`src/rtl/sched_step_pkg.sv`:
```
`timescale 1ns/1ps
package sched_step_pkg;

    typedef enum logic [2:0] {
        ST_HALT,
        ST_START,
        ST_FETCH,
        ST_EXEC,
        ST_WSOF
    } walk_st_e;

    typedef struct packed {
        logic run;
        logic dbg;
        logic halted;
    } cmd_t;

endpackage

```
`src/rtl/sched_cmd_reg.sv`:
```
`timescale 1ns/1ps
module sched_cmd_reg
    import sched_step_pkg::*;
(
    input  logic clk,
    input  logic rst_n,
    input  logic cfg_wr,
    input  logic cfg_run,
    input  logic cfg_dbg,
    input  logic hw_clr_run,
    input  logic halt_set,
    output logic run_bit,
    output logic dbg_bit,
    output logic halted
);

    cmd_t cmd_d, cmd_q;

    always_comb begin
        cmd_d = cmd_q;
        // software write has priority over the hardware clear
        if (cfg_wr) begin
            cmd_d.run = cfg_run;
            cmd_d.dbg = cfg_dbg;
        end else if (hw_clr_run) begin
            cmd_d.run = 1'b0;
        end
        if (cfg_wr && cfg_run) begin
            cmd_d.halted = 1'b0;
        end else if (halt_set) begin
            cmd_d.halted = 1'b1;
        end
    end

    always_ff @(posedge clk or negedge rst_n) begin
        if (!rst_n) begin
            cmd_q <= '{run: 1'b0, dbg: 1'b0, halted: 1'b1};
        end else begin
            cmd_q <= cmd_d;
        end
    end

    assign run_bit = cmd_q.run;
    assign dbg_bit = cmd_q.dbg;
    assign halted  = cmd_q.halted;

endmodule

```
`src/rtl/sched_frame_ctr.sv`:
```
`timescale 1ns/1ps
module sched_frame_ctr #(
    parameter int FRM_W = 10
) (
    input  logic             clk,
    input  logic             rst_n,
    input  logic             frm_clr,
    input  logic             frm_load,
    input  logic             frm_inc,
    input  logic [FRM_W-1:0] load_val,
    output logic [FRM_W-1:0] frm_cnt
);

    localparam logic [FRM_W-1:0] FRM_ONE = {{(FRM_W-1){1'b0}}, 1'b1};

    logic [FRM_W-1:0] cnt_d, cnt_q;

    always_comb begin
        cnt_d = cnt_q;
        if (frm_clr) begin
            cnt_d = '0;
        end else if (frm_load) begin
            cnt_d = load_val;
        end else if (frm_inc) begin
            cnt_d = cnt_q + FRM_ONE;
        end
    end

    always_ff @(posedge clk or negedge rst_n) begin
        if (!rst_n) begin
            cnt_q <= '0;
        end else begin
            cnt_q <= cnt_d;
        end
    end

    assign frm_cnt = cnt_q;

endmodule

```
`src/rtl/sched_walk_fsm.sv`:
```
`timescale 1ns/1ps
module sched_walk_fsm
    import sched_step_pkg::*;
#(
    parameter int PTR_W = 16
) (
    input  logic             clk,
    input  logic             rst_n,
    input  logic             cfg_wr,
    input  logic             cfg_run,
    input  logic             cfg_dbg,
    input  logic             run_bit,
    input  logic             dbg_bit,
    input  logic             sof_tick,
    input  logic [PTR_W-1:0] frame_head,
    input  logic             fetch_vld,
    input  logic             fetch_active,
    input  logic             fetch_term,
    input  logic [PTR_W-1:0] fetch_link,
    input  logic             exec_done,
    output logic             fetch_req,
    output logic [PTR_W-1:0] td_ptr,
    output logic             exec_stb,
    output logic             hw_clr_run,
    output logic             halt_set,
    output logic             frm_load,
    output logic             frm_inc,
    output logic             frm_clr
);

    typedef struct packed {
        walk_st_e         st;
        logic [PTR_W-1:0] ptr;
        logic [PTR_W-1:0] nlink;
        logic             last;
        logic             step;
        logic             pfh;
        logic             resume;
        logic             stb;
    } walk_t;

    walk_t w_d, w_q;
    logic  sw_go;
    logic  run_eff;

    assign sw_go   = cfg_wr && cfg_run;
    assign run_eff = run_bit || sw_go;

    always_comb begin
        w_d        = w_q;
        w_d.stb    = 1'b0;
        hw_clr_run = 1'b0;
        halt_set   = 1'b0;
        frm_load   = 1'b0;
        frm_inc    = 1'b0;
        frm_clr    = 1'b0;
        unique case (w_q.st)
            ST_HALT: begin
                if (sw_go) begin
                    w_d.resume = 1'b0;
                    if (w_q.resume && cfg_dbg) begin
                        w_d.st = ST_FETCH;
                    end else begin
                        frm_load = 1'b1;
                        w_d.st   = ST_START;
                    end
                end
            end
            ST_START: begin
                w_d.ptr = frame_head;
                w_d.st  = ST_FETCH;
            end
            ST_FETCH: begin
                if (fetch_vld) begin
                    if (w_q.pfh) begin
                        // prefetch after the last step of a frame
                        w_d.pfh = 1'b0;
                        if (!sw_go) begin
                            halt_set   = 1'b1;
                            w_d.resume = 1'b1;
                            w_d.st     = ST_HALT;
                        end
                    end else if (!run_eff) begin
                        halt_set   = 1'b1;
                        frm_clr    = 1'b1;
                        w_d.resume = 1'b0;
                        w_d.st     = ST_HALT;
                    end else if (fetch_active) begin
                        w_d.stb    = 1'b1;
                        w_d.st     = ST_EXEC;
                        w_d.nlink  = fetch_link;
                        w_d.last   = fetch_term;
                        w_d.step   = dbg_bit && !sw_go;
                        hw_clr_run = dbg_bit && !sw_go;
                    end else if (fetch_term) begin
                        w_d.st = ST_WSOF;
                    end else begin
                        w_d.ptr = fetch_link;
                    end
                end
            end
            ST_EXEC: begin
                if (exec_done) begin
                    w_d.step = 1'b0;
                    if (w_q.step && !sw_go) begin
                        if (w_q.last) begin
                            w_d.pfh = 1'b1;
                            w_d.st  = ST_WSOF;
                        end else begin
                            w_d.ptr    = w_q.nlink;
                            halt_set   = 1'b1;
                            w_d.resume = 1'b1;
                            w_d.st     = ST_HALT;
                        end
                    end else if (!run_eff) begin
                        halt_set   = 1'b1;
                        frm_clr    = 1'b1;
                        w_d.resume = 1'b0;
                        w_d.st     = ST_HALT;
                    end else if (w_q.last) begin
                        w_d.st = ST_WSOF;
                    end else begin
                        w_d.ptr = w_q.nlink;
                        w_d.st  = ST_FETCH;
                    end
                end
            end
            ST_WSOF: begin
                if (!w_q.pfh && !run_eff) begin
                    halt_set   = 1'b1;
                    frm_clr    = 1'b1;
                    w_d.resume = 1'b0;
                    w_d.st     = ST_HALT;
                end else if (sof_tick) begin
                    frm_inc = 1'b1;
                    w_d.st  = ST_START;
                end
            end
            default: begin
                w_d.st = ST_HALT;
            end
        endcase
    end

    always_ff @(posedge clk or negedge rst_n) begin
        if (!rst_n) begin
            w_q <= '{st: ST_HALT, ptr: '0, nlink: '0, last: 1'b0, step: 1'b0,
                     pfh: 1'b0, resume: 1'b0, stb: 1'b0};
        end else begin
            w_q <= w_d;
        end
    end

    assign fetch_req = (w_q.st == ST_FETCH);
    assign td_ptr    = w_q.ptr;
    assign exec_stb  = w_q.stb;

endmodule

```
`src/rtl/sched_step_ctrl.sv`:
```
`timescale 1ns/1ps
module sched_step_ctrl #(
    parameter int PTR_W = 16,
    parameter int FRM_W = 10
) (
    input  logic             clk,
    input  logic             rst_n,
    input  logic             cfg_wr,
    input  logic             cfg_run,
    input  logic             cfg_dbg,
    input  logic             sof_tick,
    input  logic [FRM_W-1:0] frame_index,
    input  logic [PTR_W-1:0] frame_head,
    output logic             fetch_req,
    input  logic             fetch_vld,
    input  logic             fetch_active,
    input  logic             fetch_term,
    input  logic [PTR_W-1:0] fetch_link,
    output logic             exec_stb,
    input  logic             exec_done,
    output logic [PTR_W-1:0] td_ptr,
    output logic [FRM_W-1:0] frame_num,
    output logic             run_bit,
    output logic             dbg_bit,
    output logic             halted
);

    logic hw_clr_run;
    logic halt_set;
    logic frm_load;
    logic frm_inc;
    logic frm_clr;

    sched_cmd_reg i_cmd (
        .clk        (clk),
        .rst_n      (rst_n),
        .cfg_wr     (cfg_wr),
        .cfg_run    (cfg_run),
        .cfg_dbg    (cfg_dbg),
        .hw_clr_run (hw_clr_run),
        .halt_set   (halt_set),
        .run_bit    (run_bit),
        .dbg_bit    (dbg_bit),
        .halted     (halted)
    );

    sched_frame_ctr #(.FRM_W(FRM_W)) i_frm (
        .clk      (clk),
        .rst_n    (rst_n),
        .frm_clr  (frm_clr),
        .frm_load (frm_load),
        .frm_inc  (frm_inc),
        .load_val (frame_index),
        .frm_cnt  (frame_num)
    );

    sched_walk_fsm #(.PTR_W(PTR_W)) i_walk (
        .clk          (clk),
        .rst_n        (rst_n),
        .cfg_wr       (cfg_wr),
        .cfg_run      (cfg_run),
        .cfg_dbg      (cfg_dbg),
        .run_bit      (run_bit),
        .dbg_bit      (dbg_bit),
        .sof_tick     (sof_tick),
        .frame_head   (frame_head),
        .fetch_vld    (fetch_vld),
        .fetch_active (fetch_active),
        .fetch_term   (fetch_term),
        .fetch_link   (fetch_link),
        .exec_done    (exec_done),
        .fetch_req    (fetch_req),
        .td_ptr       (td_ptr),
        .exec_stb     (exec_stb),
        .hw_clr_run   (hw_clr_run),
        .halt_set     (halt_set),
        .frm_load     (frm_load),
        .frm_inc      (frm_inc),
        .frm_clr      (frm_clr)
    );

endmodule

```
`config.mk`:
```
export PLATFORM = sky130hd
export DESIGN_NAME = sched_step_ctrl
export DESIGN_NICKNAME = d
export VERILOG_FILES = /design/src/rtl/sched_step_pkg.sv /design/src/rtl/sched_cmd_reg.sv /design/src/rtl/sched_frame_ctr.sv /design/src/rtl/sched_walk_fsm.sv /design/src/rtl/sched_step_ctrl.sv
export SDC_FILE = /design/constraint.sdc
export NUM_CORES = 1
export LEC_CHECK = 0
export BUFFER_PORTS_ARGS = -buffer_cell sky130_fd_sc_hd__buf_2
export CAP_MARGIN = 20
export CORE_ASPECT_RATIO = 1.5
export CORE_MARGIN = 2
export CORE_UTILIZATION = 58
export CTS_BUF_LIST = sky130_fd_sc_hd__clkbuf_4 sky130_fd_sc_hd__clkbuf_8
export DETAILED_ROUTE_END_ITERATION = 7
export PLACE_DENSITY_LB_ADDON = 0.25
export SETUP_SLACK_MARGIN = 0.4
export SLEW_MARGIN = 25
export SYNTH_ARGS = -nofsm -noshare
export SYNTH_HDL_FRONTEND = slang
export SYNTH_SLANG_ARGS = --single-unit
export TNS_END_PERCENT = 1
```
`constraint.sdc`:
```
create_clock -name clk -period 4.9 [get_ports clk]
set_input_delay 0.49 -clock clk [delete_from_list [all_inputs] [get_ports clk]]
set_output_delay 0.49 -clock clk [all_outputs]
set_load 0.05 [all_outputs]
```
; ---- Word level (Yosys, flattened, before mapping)
; Index checks and enable logic that the tools add are counted.
[op_classes]
addsub = 1
n_eq_ne = 20
muxes = 72
bitwise = 1
n_reduce_logical = 22
[ops]
columns = cell, count
row1 = $mux 34, 2
row2 = $mux 16, 4
row3 = $pmux 16 s3, 1
row4 = $mux 1, 40
row5 = $mux 40, 1
row6 = $mux 19, 2
row7 = $mux 3, 12
row8 = $mux 10, 3
row9 = $mux 18, 1
row10 = $pmux 3 s5, 1
row11 = $ne 2x1->1 const B, 7
row12 = $reduce_and 6->1, 2
row13 = $add 10x1->10 const B, 1
row14 = $reduce_and 5->1, 2
row15 = $ne 2x2->1 const B, 4
row16 = $reduce_and 8->1, 1
row17 = $reduce_and 7->1, 1
row18 = $eq 3x2->1 const B, 2
row19 = $ne 3x3->1 const B, 2
row20 = $pmux 1 s3, 2
row21 = $reduce_bool 2->1, 3
row22 = $reduce_bool 3->1, 2
row23 = $logic_and 1x1->1, 5
row24 = $ne 5x4->1 const B, 1
row25 = other kinds (12), 14
[totals]
regBits = 53
inputBits = 52
out_inout_bits = 31

; ---- Logic depth before layout (Yosys ltp)
[depth]
ltp_word = 10
ltp_mapped = 7
depth_no_buf = 6

; ---- Modules after synthesis
; A second synthesis with hierarchy kept.
[hier_totals]
cells_unflattened = 301
hier_area_um2 = 2977.9
[by_module_without_submodules]
columns = module, instances, cells_per_inst, area_each_um2, seq_area_each_um2
row1 = sched_walk_fsm, 1, 230, 2285.9, 1001.0
row2 = sched_frame_ctr, 1, 63, 579.3, 250.2
row3 = sched_cmd_reg, 1, 8, 112.6, 76.3

; ---- Worst setup path after synthesis
; OpenSTA, ideal clock, no wires.
[synth_path]
kind = register to register
start = register i_cmd.cmd_q (netlist bit i_cmd.run_bit)
end = register i_walk.w_q[38] (netlist bit)
setup_time_ns = 0.125
arrival_time_ns = 1.970
required_ns = 4.775
path_slack_ns = 2.806
path_stages_with_launch = 5
path_buffers = 0
path_cell_list = dfrtp_1 -> a21oi_2 -> or4_1 -> o311ai_1 -> mux2_2
[synth_via]
elab_chain_len = 5
word_cells_on_any_way = 14
classes_between = eq/ne: 2 / mux: 8 / reduce/logical: 4
[synth_rtl]
columns = element, line_no
row1 = from (decl), sched_cmd_reg.sv:17  ; cmd_t cmd_d, cmd_q;
row2 = from (signal assigned), sched_cmd_reg.sv:37  ; cmd_q <= '{run: 1'b0, dbg: 1'b0, halted: 1'b1};
row3 = from (signal assigned), sched_cmd_reg.sv:39  ; cmd_q <= cmd_d;
row4 = $logic_or 1x1->1 (*), sched_walk_fsm.sv:47  ; assign run_eff = run_bit || sw_go;
row5 = $mux 3 (tied with other cells), sched_walk_fsm.sv:115  ; end else if (!run_eff) begin
row6 = $mux 19 (tied with other cells), sched_walk_fsm.sv:105  ; if (w_q.step && !sw_go) begin
row7 = $mux 19 (tied with other cells), sched_walk_fsm.sv:103  ; if (exec_done) begin
row8 = $pmux 3 s5 / $reduce_and 6->1 (equally long branches), n/a
row9 = to (signal assigned), sched_walk_fsm.sv:147  ; w_q <= '{st: ST_HALT, ptr: '0, nlink: '0, last: 1'b0, step: 1'b0,
row10 = to (signal assigned), sched_walk_fsm.sv:150  ; w_q <= w_d;
row11 = to (decl), sched_walk_fsm.sv:42  ; walk_t w_d, w_q;
; Every way passes the cells marked *; elsewhere a longest branch is shown, timed or not. The select of a mux whose other input is x is not followed.
; A chain may end at the register's enable or synchronous reset.

; ---- Final worst setup path
[layout_path]
start = register i_walk.w_q[39] (netlist bit)
end = register i_frm.cnt_q[9] (netlist: i_frm.frm_cnt[9])
[layout_via]
elab_chain_len = 4
word_cells_on_any_way = 10
classes_between = eq/ne: 3 / mux: 5 / reduce/logical: 2
[layout_rtl]
columns = element, line_no
row1 = "parallel branches: the longest is 4 deep, another holds $eq 3x3->1", n/a
row2 = to (signal assigned), sched_frame_ctr.sv:33  ; cnt_q <= cnt_d;
row3 = to (decl), sched_frame_ctr.sv:16  ; logic [FRM_W-1:0] cnt_d, cnt_q;
; Parallel ways; which one is timed is not known.

==> impl_results.md <==
- Outcome: finished clean
- Fin Clk Skew: 0.005430 ns
- Post-synth ARST share: 1.000
- Pin count of the biggest net entering global routing: 54
- Setup repair after global routing missed its margin: no
- Final Hold Slack: 0.2906 ns
- Antenna violations before repair: 0
- Total standard cell area after synthesis: 2875 um2
- Crit Path Category: register to register
- Input/output buffers: 82
- R2R depth: 5
- Min Clock Period, post-route: 2.662 ns
- Cells after Synth: 275
- Final-layout setup total negative slack: 0 ns
- Total DRC errors in the routed layout: 0
- CTS max path bufs: 2
- Hold-fix buffer count after cts: 0
- Number of diodes: 0
- Number of buffers added by the clock tree synthesis step: 5
- Critical path launch point type: register
- # H-tree levels: 2
- Number of pins exceeding their max-slew limit in the final report: 0
- Number of setup violations in the final report: 0
- Residual overflow from global routing: 0
- Mean cell area of the mapped netlist: 10.46 um2
- GPL Wtd Cong: 0.9040
- Part of the Yosys area used for sequential elements: 0.4617
- Leakage dissipation: 1.668 nW
- CTS clock-pin slew for the worst setup and hold paths: 0.09 ns
- Post-synthesis net count: 328
- Share of post-route cells with drive strength above 1: 0.3609
- Fraction of power consumed by the clock network: 0.119
- Register share of total power: 0.379
- Slew at the pin with the worst max-slew slack: 0.9730 ns
- Most common library cells after synthesis: sky130_fd_sc_hd__dfrtp_1 (52), sky130_fd_sc_hd__inv_1 (21), sky130_fd_sc_hd__mux2_2 (21)
- Final layout net count: 390
- Most numerous cell in the Yosys netlist: sky130_fd_sc_hd__dfrtp_1
- Prevailing post-synth register cell: sky130_fd_sc_hd__dfrtp_1
- Height of the die: 90.23 um
- DRT Wirelength: 6708 um
- Power Density: 632.7 nW/um2
- Arrival time worst endpoint: 2.83 ns
- Core area: 4810 um2
- Total global routing track utilization: 0.2492
- Proportion of netlist area held by the largest area contributor: 0.4526
- Chip Width: 61.49 um
- Critical path required time: 5.07 ns
- Count of buffers added by post-CTS timing repair for setup: 0
- HPWL after detailed placement: 4855 um
- Post-cts resize count: 0
- F_max: 375.6 MHz
- Number of global-route vias before repair: 2347
- IO Pins: 83
- Worst-skew pair later-pin latency: 0.30 ns
- Peak VDD IR: 0.4150 mV
- DIE AREA: 5548 um2
- CP Capture Type: register
- Distinct cells, synth: 47
- Cell at the root of the clock tree: sky130_fd_sc_hd__clkbuf_8
- Global-route wire length before repair: 10710 um
- Relative max-transition margin: 0.3513
- Cell types with the largest area share after synthesis: sky130_fd_sc_hd__dfrtp_1 (45%), sky130_fd_sc_hd__mux2_2 (8.2%), sky130_fd_sc_hd__a222oi_1 (5.6%)
- Seq cells post-synth: 53
- Final Hold Fails: 0
- Area growth from synthesis to layout: 14.97%
- Initial detailed-routing violation count: 262
- Switching share of power: 0.4879
- Vias post-DR: 2413
- CTS sink count: 53
- Min-delay worst type: input port to async pin
- Total internal power: 1.071 mW
- Power share of the combinational group: 0.502
- Post-synthesis cell type with the largest combined area: sky130_fd_sc_hd__dfrtp_1
- Starting density of the core: 0.5978
- Via/cell ratio: 5.973
- Switching pwr: 1.020 mW
- Mean routed wirelength per cell: 16.60 um
- Number of flops mapped to enable cells by yosys: 0
- Detail Route Antenna Nets: 0
- Max-cap check violation count: 0
- Largest fanout on the critical path: 24
- Final critical-path share of the clock period: 0.5434
- Site Rows: 31
- Initial DRT Pass Iterations: 8
- Ys Warns: 0
- TritonCTS clock tree: done
[path summary, 6_finish.rpt]
path,to,slack (ns),from
max,i_frm.frm_cnt[9],2.24,i_walk.w_q[39]
min reg2reg,i_walk.w_q[5],0.52,i_walk.w_q[5]
max in group asynchronous,i_frm.frm_cnt[1],4.15,rst_n
min in group clk,i_walk.w_q[37],0.39,exec_done
max reg2reg,i_frm.frm_cnt[9],2.24,i_walk.w_q[39]
min,i_frm.frm_cnt[0],0.29,rst_n
[flip-flops by register name, summed over array words and instances, names as in the netlist]
register         flops
i_walk.w_q          23
i_walk.td_ptr       16
i_frm.frm_cnt       10
i_cmd.dbg_bit        1
i_cmd.halted         1
i_cmd.run_bit        1
i_walk.exec_stb      1
[layout make-up]
type	instances	area, um2
well taps	66	82.58
clock inverters	2	13.76
multi-input cells	172	1301
flip-flops and latches	53	1328
fillers	440	1504
clock buffers	6	76.32
repair buffers	84	425.4
inverters	21	78.83
[layout by cell type, fill, tap and decap left out, types with 4 or more instances in the layout]
cell                        n
sky130_fd_sc_hd__a21oi_1   10
sky130_fd_sc_hd__a222oi_1  16
sky130_fd_sc_hd__buf_2     82
sky130_fd_sc_hd__clkbuf_8   5
sky130_fd_sc_hd__dfrtp_1   52
sky130_fd_sc_hd__inv_1     21
sky130_fd_sc_hd__mux2_2    21
sky130_fd_sc_hd__mux2i_1   16
sky130_fd_sc_hd__nand2_1   12
sky130_fd_sc_hd__nand2b_1   4
sky130_fd_sc_hd__nand3_1    7
sky130_fd_sc_hd__nor2_1    15
sky130_fd_sc_hd__nor3_1     6
sky130_fd_sc_hd__o21ai_0   12
sky130_fd_sc_hd__o311ai_0   4
[power groups by stage]
stage / Clock, mW / Sequential [mW] / Combinational, mW
2_1_floorplan: 0 / 0.901 / 0.780
3_3_place_gp: 0 / 0.789 / 1.02
3_5_place_dp: 0 / 0.798 / 1.05
4_1_cts: 0.253 / 0.791 / 1.05
5_1_grt: 0.271 / 0.823 / 1.12
6_report: 0.248 / 0.793 / 1.05
[cell families (layout without fill, tap and decap cells)]
kind of cell | Yosys count | count (layout) | share of synthesized area
DFF | 53 | 53 | 0.4617
and+or+nand+nor | 64 | 64 | 0.1179
muxes | 37 | 37 | 0.1379
AOI/OAI and AO/OA | 70 | 70 | 0.1845
buffers and inverters | 50 | 113 | 0.09356
adders and majority gates | 1 | 1 | 0.004351
[per-stage QoR]
stage	instance area (um2)	util	cells	setup WS, ns	power [mW]
6_report	3306	0.6873	404	2.238	2.092
5_1_grt	3306	0.6873	404	1.984	2.212
4_1_cts	3306	0.6873	404	2.272	2.097
3_5_place_dp	3216	0.6686	396	2.280	1.850
3_3_place_gp	3199	0.6652	396	2.162	1.811
2_1_floorplan	2875	-	275	2.806	1.681
[per-layer routing]
layer  GRT usage  wire length, um
met3     0.05180              410
met4     0.07801              116
met5           0                0
met1      0.2999             2581
met2      0.4272             3600
[worst max-delay path: stages (launching register included)]
cell                       delay [ns]
sky130_fd_sc_hd__dfrtp_1         0.50
sky130_fd_sc_hd__nand2b_1        0.80
sky130_fd_sc_hd__nor4_1          0.20
sky130_fd_sc_hd__nor3_1          0.69
sky130_fd_sc_hd__o21ai_0         0.19
sky130_fd_sc_hd__o311ai_0        0.16
No activity file was read; power rests on OpenSTA's default activity.
